## config.mk

```make
export PLATFORM = sky130hd
export DESIGN_NAME = instr_step_seq
export DESIGN_NICKNAME = d
export VERILOG_FILES = /design/src/rtl/seq_pkg.sv /design/src/rtl/seq_step_dur.sv /design/src/rtl/seq_next_step.sv /design/src/rtl/seq_cycle_cnt.sv /design/src/rtl/instr_step_seq.sv
export SDC_FILE = /design/constraint.sdc
export NUM_CORES = 1
export LEC_CHECK = 0
export BUFFER_PORTS_ARGS = -buffer_cell sky130_fd_sc_hd__buf_4
export CORE_ASPECT_RATIO = 1.5
export CORE_MARGIN = 1.5
export CORE_UTILIZATION = 40
export CTS_BUF_LIST = sky130_fd_sc_hd__clkbuf_8
export DETAILED_ROUTE_END_ITERATION = 6
export PLACE_DENSITY_LB_ADDON = 0.15
export RECOVER_POWER = 100
export SLEW_MARGIN = 20
export SYNTH_ARGS = -nofsm -noshare
export SYNTH_HDL_FRONTEND = slang
export SYNTH_SLANG_ARGS = --single-unit
```

## constraint.sdc

```tcl
create_clock -name clk -period 5.7 [get_ports clk]
set_clock_uncertainty 0.1 [all_clocks]
set_input_delay 1.14 -clock clk [delete_from_list [all_inputs] [get_ports clk]]
set_output_delay 1.14 -clock clk [all_outputs]
set_load 0.05 [all_outputs]
```

## src/rtl/seq_pkg.sv

```systemverilog
// Shared types and step-length rules for the instruction step sequencer.
// Assumes step codes are consumed externally as plain 4-bit numbers.
package seq_pkg;

    localparam int N_STEPS = 13;
    localparam int STEP_W  = 4;
    localparam int DUR_W   = 2;

    typedef enum logic [STEP_W-1:0] {
        ST_IDLE    = 4'd0,
        ST_FETCH   = 4'd1,
        ST_IPUPD   = 4'd2,
        ST_DECODE  = 4'd3,
        ST_OPFETCH = 4'd4,
        ST_IPADV   = 4'd5,
        ST_ADDR    = 4'd6,
        ST_SRC     = 4'd7,
        ST_DST     = 4'd8,
        ST_EXEC    = 4'd9,
        ST_WBREG   = 4'd10,
        ST_RDREG   = 4'd11,
        ST_MEMWR   = 4'd12
    } step_e;

    typedef enum logic [1:0] {
        AM_NONE     = 2'd0,
        AM_BASE     = 2'd1,
        AM_DISP     = 2'd2,
        AM_DISPBASE = 2'd3
    } amode_e;

    typedef enum logic [1:0] {
        OK_CONST = 2'd0,
        OK_REG   = 2'd1,
        OK_MEM   = 2'd2,
        OK_MEM2  = 2'd3
    } okind_e;

    typedef struct packed {
        logic   is_store;
        amode_e mode;
        okind_e kind;
        logic   odd;
    } attr_t;

    // Number of clocks a step occupies for the given instruction attributes.
    function automatic logic [DUR_W-1:0] step_dur(step_e s, attr_t a);
        logic has_disp;
        has_disp = (a.mode == AM_DISP) || (a.mode == AM_DISPBASE);
        case (s)
            ST_FETCH, ST_IPUPD, ST_DECODE,
            ST_DST, ST_EXEC, ST_WBREG, ST_RDREG: step_dur = 2'd1;
            ST_OPFETCH: step_dur = has_disp ? (a.odd ? 2'd2 : 2'd1) : 2'd0;
            ST_IPADV:   step_dur = (has_disp || (!a.is_store && a.kind == OK_CONST)) ? 2'd1 : 2'd0;
            ST_ADDR:    step_dur = (a.mode == AM_BASE) ? 2'd1 :
                                   (a.mode == AM_DISPBASE) ? 2'd2 : 2'd0;
            ST_SRC:     step_dur = (a.kind == OK_CONST) ? 2'd0 :
                                   (a.kind == OK_REG) ? 2'd1 :
                                   (a.odd ? 2'd3 : 2'd2);
            ST_MEMWR:   step_dur = a.odd ? 2'd3 : 2'd1;
            default:    step_dur = 2'd0;
        endcase
    endfunction

    // Raw successor of a step in the class's fixed order, ignoring lengths.
    function automatic step_e succ_step(step_e s, logic is_store);
        case (s)
            ST_IDLE:    succ_step = ST_FETCH;
            ST_FETCH:   succ_step = ST_IPUPD;
            ST_IPUPD:   succ_step = ST_DECODE;
            ST_DECODE:  succ_step = ST_OPFETCH;
            ST_OPFETCH: succ_step = ST_IPADV;
            ST_IPADV:   succ_step = ST_ADDR;
            ST_ADDR:    succ_step = is_store ? ST_RDREG : ST_SRC;
            ST_SRC:     succ_step = ST_DST;
            ST_DST:     succ_step = ST_EXEC;
            ST_EXEC:    succ_step = ST_WBREG;
            ST_RDREG:   succ_step = ST_MEMWR;
            default:    succ_step = ST_IDLE;
        endcase
    endfunction

endpackage

```

## src/rtl/seq_step_dur.sv

```systemverilog
// Step length lookup: returns how many clocks a step takes for the given
// attributes. Purely combinational; idle and unknown codes give zero.
module seq_step_dur
    import seq_pkg::*;
(
    input  step_e             step,
    input  attr_t             attrs,
    output logic [DUR_W-1:0]  dur
);

    // Evaluate the shared length rule for one step.
    always_comb begin
        dur = step_dur(step, attrs);
    end

endmodule

```

## src/rtl/seq_next_step.sv

```systemverilog
// Next-step selector: from the current step, walks the class's order and
// skips every step whose length is zero, so the sequencer never idles on an
// empty step. Returns idle after the last step. Assumes the order has at most
// N_STEPS entries, which bounds the look-ahead.
module seq_next_step
    import seq_pkg::*;
(
    input  step_e cur,
    input  attr_t attrs,
    output step_e nxt
);

    // Find the first non-empty step after the current one.
    always_comb begin
        step_e cand;
        cand = succ_step(cur, attrs.is_store);
        for (int i = 0; i < N_STEPS; i++) begin
            if (cand != ST_IDLE && step_dur(cand, attrs) == '0) begin
                cand = succ_step(cand, attrs.is_store);
            end
        end
        nxt = cand;
    end

endmodule

```

## src/rtl/seq_cycle_cnt.sv

```systemverilog
// Saturating clock counter for the instruction total. Clears on clr, counts
// on en, and sticks at its all-ones value. Synchronous active-low reset.
module seq_cycle_cnt #(
    parameter int W = 5
) (
    input  logic         clk,
    input  logic         reset_n,
    input  logic         clr,
    input  logic         en,
    output logic [W-1:0] count
);

    localparam logic [W-1:0] MAXV = {W{1'b1}};
    localparam logic [W-1:0] ONE  = {{(W-1){1'b0}}, 1'b1};

    // Clear, count or hold the running total.
    always_ff @(posedge clk) begin
        if (!reset_n)                 count <= '0;
        else if (clr)                 count <= '0;
        else if (en && count != MAXV) count <= count + ONE;
    end

    // the total never wraps past its maximum
    a_r10_saturate: assert property (@(posedge clk) disable iff (!reset_n)
        (count == MAXV && !clr) |=> (count == MAXV));

    // an accepted start clears the total
    a_r10_clear: assert property (@(posedge clk) disable iff (!reset_n)
        clr |=> (count == '0));

endmodule

```

## src/rtl/instr_step_seq.sv

```systemverilog
// Instruction step sequencer top. Captures the instruction attributes on an
// accepted start, then holds each micro-step for its attribute-dependent
// length, skipping empty steps, and pulses done after the final one.
// Assumes start is a single-clock strobe; strobes while busy are dropped.
module instr_step_seq
    import seq_pkg::*;
#(
    parameter int CYC_W = 5
) (
    input  logic             clk,
    input  logic             reset_n,
    input  logic             start,
    input  logic             instr_store,
    input  logic [1:0]       addr_mode,
    input  logic [1:0]       opnd_kind,
    input  logic             addr_odd,
    output logic [3:0]       step_code,
    output logic             step_busy,
    output logic             done,
    output logic [CYC_W-1:0] cycles_used
);

    localparam logic [DUR_W-1:0] DUR_ONE = {{(DUR_W-1){1'b0}}, 1'b1};

    attr_t             attr_in;
    attr_t             attr_q;
    attr_t             attr_sel;
    step_e             state;
    step_e             nxt;
    logic [DUR_W-1:0]  remain;
    logic [DUR_W-1:0]  nxt_dur;
    logic [DUR_W-1:0]  cur_dur;
    logic              done_q;
    logic              idle;
    logic              accept;

    // Pack the attribute inputs and pick the set that steers the look-ahead.
    always_comb begin
        attr_in.is_store = instr_store;
        attr_in.mode     = amode_e'(addr_mode);
        attr_in.kind     = okind_e'(opnd_kind);
        attr_in.odd      = addr_odd;
        idle             = (state == ST_IDLE);
        accept           = idle && start;
        attr_sel         = idle ? attr_in : attr_q;
    end

    seq_next_step u_next (
        .cur   (state),
        .attrs (attr_sel),
        .nxt   (nxt)
    );

    seq_step_dur u_dur_nxt (
        .step  (nxt),
        .attrs (attr_sel),
        .dur   (nxt_dur)
    );

    seq_step_dur u_dur_cur (
        .step  (state),
        .attrs (attr_q),
        .dur   (cur_dur)
    );

    // Step state machine: accept, hold, advance and signal completion.
    always_ff @(posedge clk) begin
        if (!reset_n) begin
            state  <= ST_IDLE;
            remain <= '0;
            attr_q <= '0;
            done_q <= 1'b0;
        end else begin
            done_q <= 1'b0;
            if (idle) begin
                if (start) begin
                    attr_q <= attr_in;
                    state  <= nxt;
                    remain <= nxt_dur - DUR_ONE;
                end
            end else if (remain == '0) begin
                state <= nxt;
                if (nxt == ST_IDLE) begin
                    remain <= '0;
                    done_q <= 1'b1;
                end else begin
                    remain <= nxt_dur - DUR_ONE;
                end
            end else begin
                remain <= remain - DUR_ONE;
            end
        end
    end

    seq_cycle_cnt #(.W(CYC_W)) u_cnt (
        .clk     (clk),
        .reset_n (reset_n),
        .clr     (accept),
        .en      (!idle),
        .count   (cycles_used)
    );

    // Drive the status outputs.
    always_comb begin
        step_code = state;
        step_busy = !idle;
        done      = done_q;
    end

    // an accepted start always opens with the fetch step
    a_r2_fetch_first: assert property (@(posedge clk) disable iff (!reset_n)
        accept |=> (state == ST_FETCH));

    // no step with zero length is ever occupied
    a_r8_step_nonzero: assert property (@(posedge clk) disable iff (!reset_n)
        !idle |-> (cur_dur != '0));

    // the remaining count stays inside the occupied step's length
    a_r8_remain_bound: assert property (@(posedge clk) disable iff (!reset_n)
        !idle |-> (remain < cur_dur));

    // done lasts one clock and coincides with idle
    a_r9_done_single: assert property (@(posedge clk) disable iff (!reset_n)
        done_q |=> !done_q);

    a_r9_done_idle: assert property (@(posedge clk) disable iff (!reset_n)
        done_q |-> idle);

    // captured attributes cannot change mid-instruction
    a_r11_attr_hold: assert property (@(posedge clk) disable iff (!reset_n)
        !idle |=> $stable(attr_q));

    // the operand read step only occurs with a displacement mode
    a_r3_opfetch_mode: assert property (@(posedge clk) disable iff (!reset_n)
        (state == ST_OPFETCH) |-> (attr_q.mode == AM_DISP || attr_q.mode == AM_DISPBASE));

    // a store never reaches the execute step
    a_r7_store_no_exec: assert property (@(posedge clk) disable iff (!reset_n)
        (!idle && attr_q.is_store) |-> (state != ST_EXEC));

endmodule

```

==> out/qor.yml <==
worstHoldPathType: "flop to flop"
core_um2: 4030
use_met1_pct: 25.1
ys.warnings.count: 0
total_power_mw: 1.19
utilization_pct: 45.8
overflow: 0
rows: 28
cts_resized: 0
cts_root_buf: "clkbuf_8"
cts_buffers: 3
irDropWorstVdd_v: 0.000316
syn-num-nets: 247
hpwl_um: 3950
netlist_area_um2: 1710
grt_pass1_wl_um: 8490
leakagePower_nw: 0.686
final_cell_mix: "nand2_1, a21oi_1, nor2_1, dfxtp_1, nor3_1"
start_kind: "flop"
pre_cts_slack_ns: 1.95
drv_slew: 0
cts_sinks: 18
cts.path.max_buffers: 2
antenna_found_initial: 0
status: "complete, no violations"
cts.htree.levels: 1
cap_violations: 0
tightest_slew_ns: 1.07
start_util_pct: 42.5
clock_latency_ns: 0.25
async_flop_share_pct: 0
grt_usage_pct: 22.5
drtPass1Iterations: 4
path_clk_slew_ns: 0.07
synthCells: 236
post-cts-setup-buffers: 0
fin_ws_ns: 1.26
rsz0062_at_grt: "no"
period_share_pct: 77.9
via_per_inst: 6.17
vias: 1808
setup_viol: 0
crit_path_end_kind: "flop"
die-area_um2: 4690
r2r-start: "step_code[1]$_SDFFE_PN0P_"
slew_headroom_pct: 28.8
grt_pass1_vias: 1800
drive_gt1_share_pct: 10.5
use_met3_pct: 2.18
drc: 0
grt_start_max_net_pins: 25
arrival_ns: 4.48
wl_um: 5110
fin_crit_ns: 4.44
cp.required_ns: 5.74
num_antenna_cells: 0
hold_start: "attr_q[0]$_SDFFE_PN0P_"
place.gp.congestion: 0.944
worstSetupStartpoint: "step_code[1]$_SDFFE_PN0P_"
syn_to_final_growth_pct: 7.90
io_buffers: 19
synth_edf_count: 0
syn_avg_cell_area_um2: 7.25
synth-seq-cells: 18
powerDensity_nw_per_um2: 647
nets: 261
ctsHoldBuffers: 0
grt-busiest-layer: "met2"
io_pins: 20
cts_tree: "done"
setup_tns_ns: 0
report.final.hold_viol_count: 0
die_x_um: 56.4
ys_seq_area_share_pct: 21.1
final_common_cell: "nand2_1"
use_met2_pct: 39.3
ys_types: 63
fmax_ghz: 0.225
place_area_um2: 1880
ys.flop_type: "dfxtp_1"
worstSetupPathType: "flop to flop"
drtAntennaViolNets: 0
post_drt_wl_per_cell_um: 17.4
die_h_um: 83.1
cp_max_fo: 24
drt_iter0_drc: 65
postLayoutCellArea_um2: 1850
-- per-layer routing --
layer,up-vias,part of all wire (%)
met5,-,0
met4,0,5.7
met3,20,2.6
met2,48,51
met1,832,41
li1,908,-
-- flip-flops by register name (all words and copies together) (netlist names) --
signal and count:
step_code 4, u_cnt.count 5, done 1, attr_q 6, remain 2
-- layout make-up --
type                       instances  area [µm²]
timing repair buffer              22         120
clock buffer                       3        41.3
fill                             421        2180
tap                               45        56.3
sequential                        18         360
inverter                           7        26.3
multi-input combinational        198        1240
-- path summary, 6_finish.rpt --
| kind | slack [ns] | depth (start not counted) | to |
|---|---|---|---|
| worst max-delay path | 1.26 | 11 | remain[0]$_SDFFE_PN0P_ |
| worst min-delay path | 0.37 | 2 | attr_q[0]$_SDFFE_PN0P_ |
| worst max register to register | 1.26 | 11 | remain[0]$_SDFFE_PN0P_ |
| worst min register to register | 0.37 | 2 | attr_q[0]$_SDFFE_PN0P_ |
-- critical path, stage by stage (launching register included) --
cell      delay, ns
dfxtp_1        0.30
clkbuf_1       0.78
nor4_1         0.12
inv_1          0.41
mux2i_4        0.39
mux2i_2        0.45
o22ai_1        0.17
o311ai_0       0.23
nor3b_1        0.54
nand4_1        0.32
a21bo_1        0.28
a32o_1         0.22
-- synth_stat cells (all sizes together), types with 3 or more instances --
cell type  count  area, µm²
nand2         28        105
a21oi         24        120
nor2          23       88.8
dfxtp         18        360
o21ai         14       73.8
nor3          13       65.1
clkbuf        12       45.0
inv            7       26.3
a211oi         6       45.0
nor2b          6       37.5
a31oi          5       31.3
and3           5       31.3
mux2i          5       66.3
nor4           5       67.6
a21o           4       30.0
nand2b         4       25.0
mux2           3       33.8
nand3          3       15.0
nor3b          3       27.5
or2            3       18.8
-- logic make-up (layout without fill, tap and decap cells) --
| family | Yosys count | after routing | synth area share (%) |
|---|---|---|---|
| xor gates and xnor gates | 2 | 2 | 1.02 |
| AOI/OAI and AO/OA | 80 | 80 | 31.5 |
| DFF | 18 | 18 | 21.1 |
| muxes | 8 | 8 | 5.85 |
| adders and majority gates | 2 | 2 | 1.46 |
| and+or+nand+nor | 106 | 106 | 34.3 |
| buffers and inverters | 20 | 32 | 4.83 |
-- stage by stage --
step | std cells | hold WS [ns]
after floorplan | 236 | 0.336
after global placement | 290 | 0.349
after detailed placement | 290 | 0.356
after CTS | 293 | 0.365
after global routing | 293 | 0.388
final | 293 | 0.365
-- power breakdown --
part | leakage (nW) | total [mW] | switching (mW) | internal (mW)
Clock | 0.0216 | 0.0874 | 0.0405 | 0.0469
Sequential | 0.147 | 0.223 | 0.0662 | 0.157
Combinational | 0.518 | 0.884 | 0.573 | 0.311
Total | 0.686 | 1.19 | 0.680 | 0.515
No activity file was read; power rests on OpenSTA's default activity.
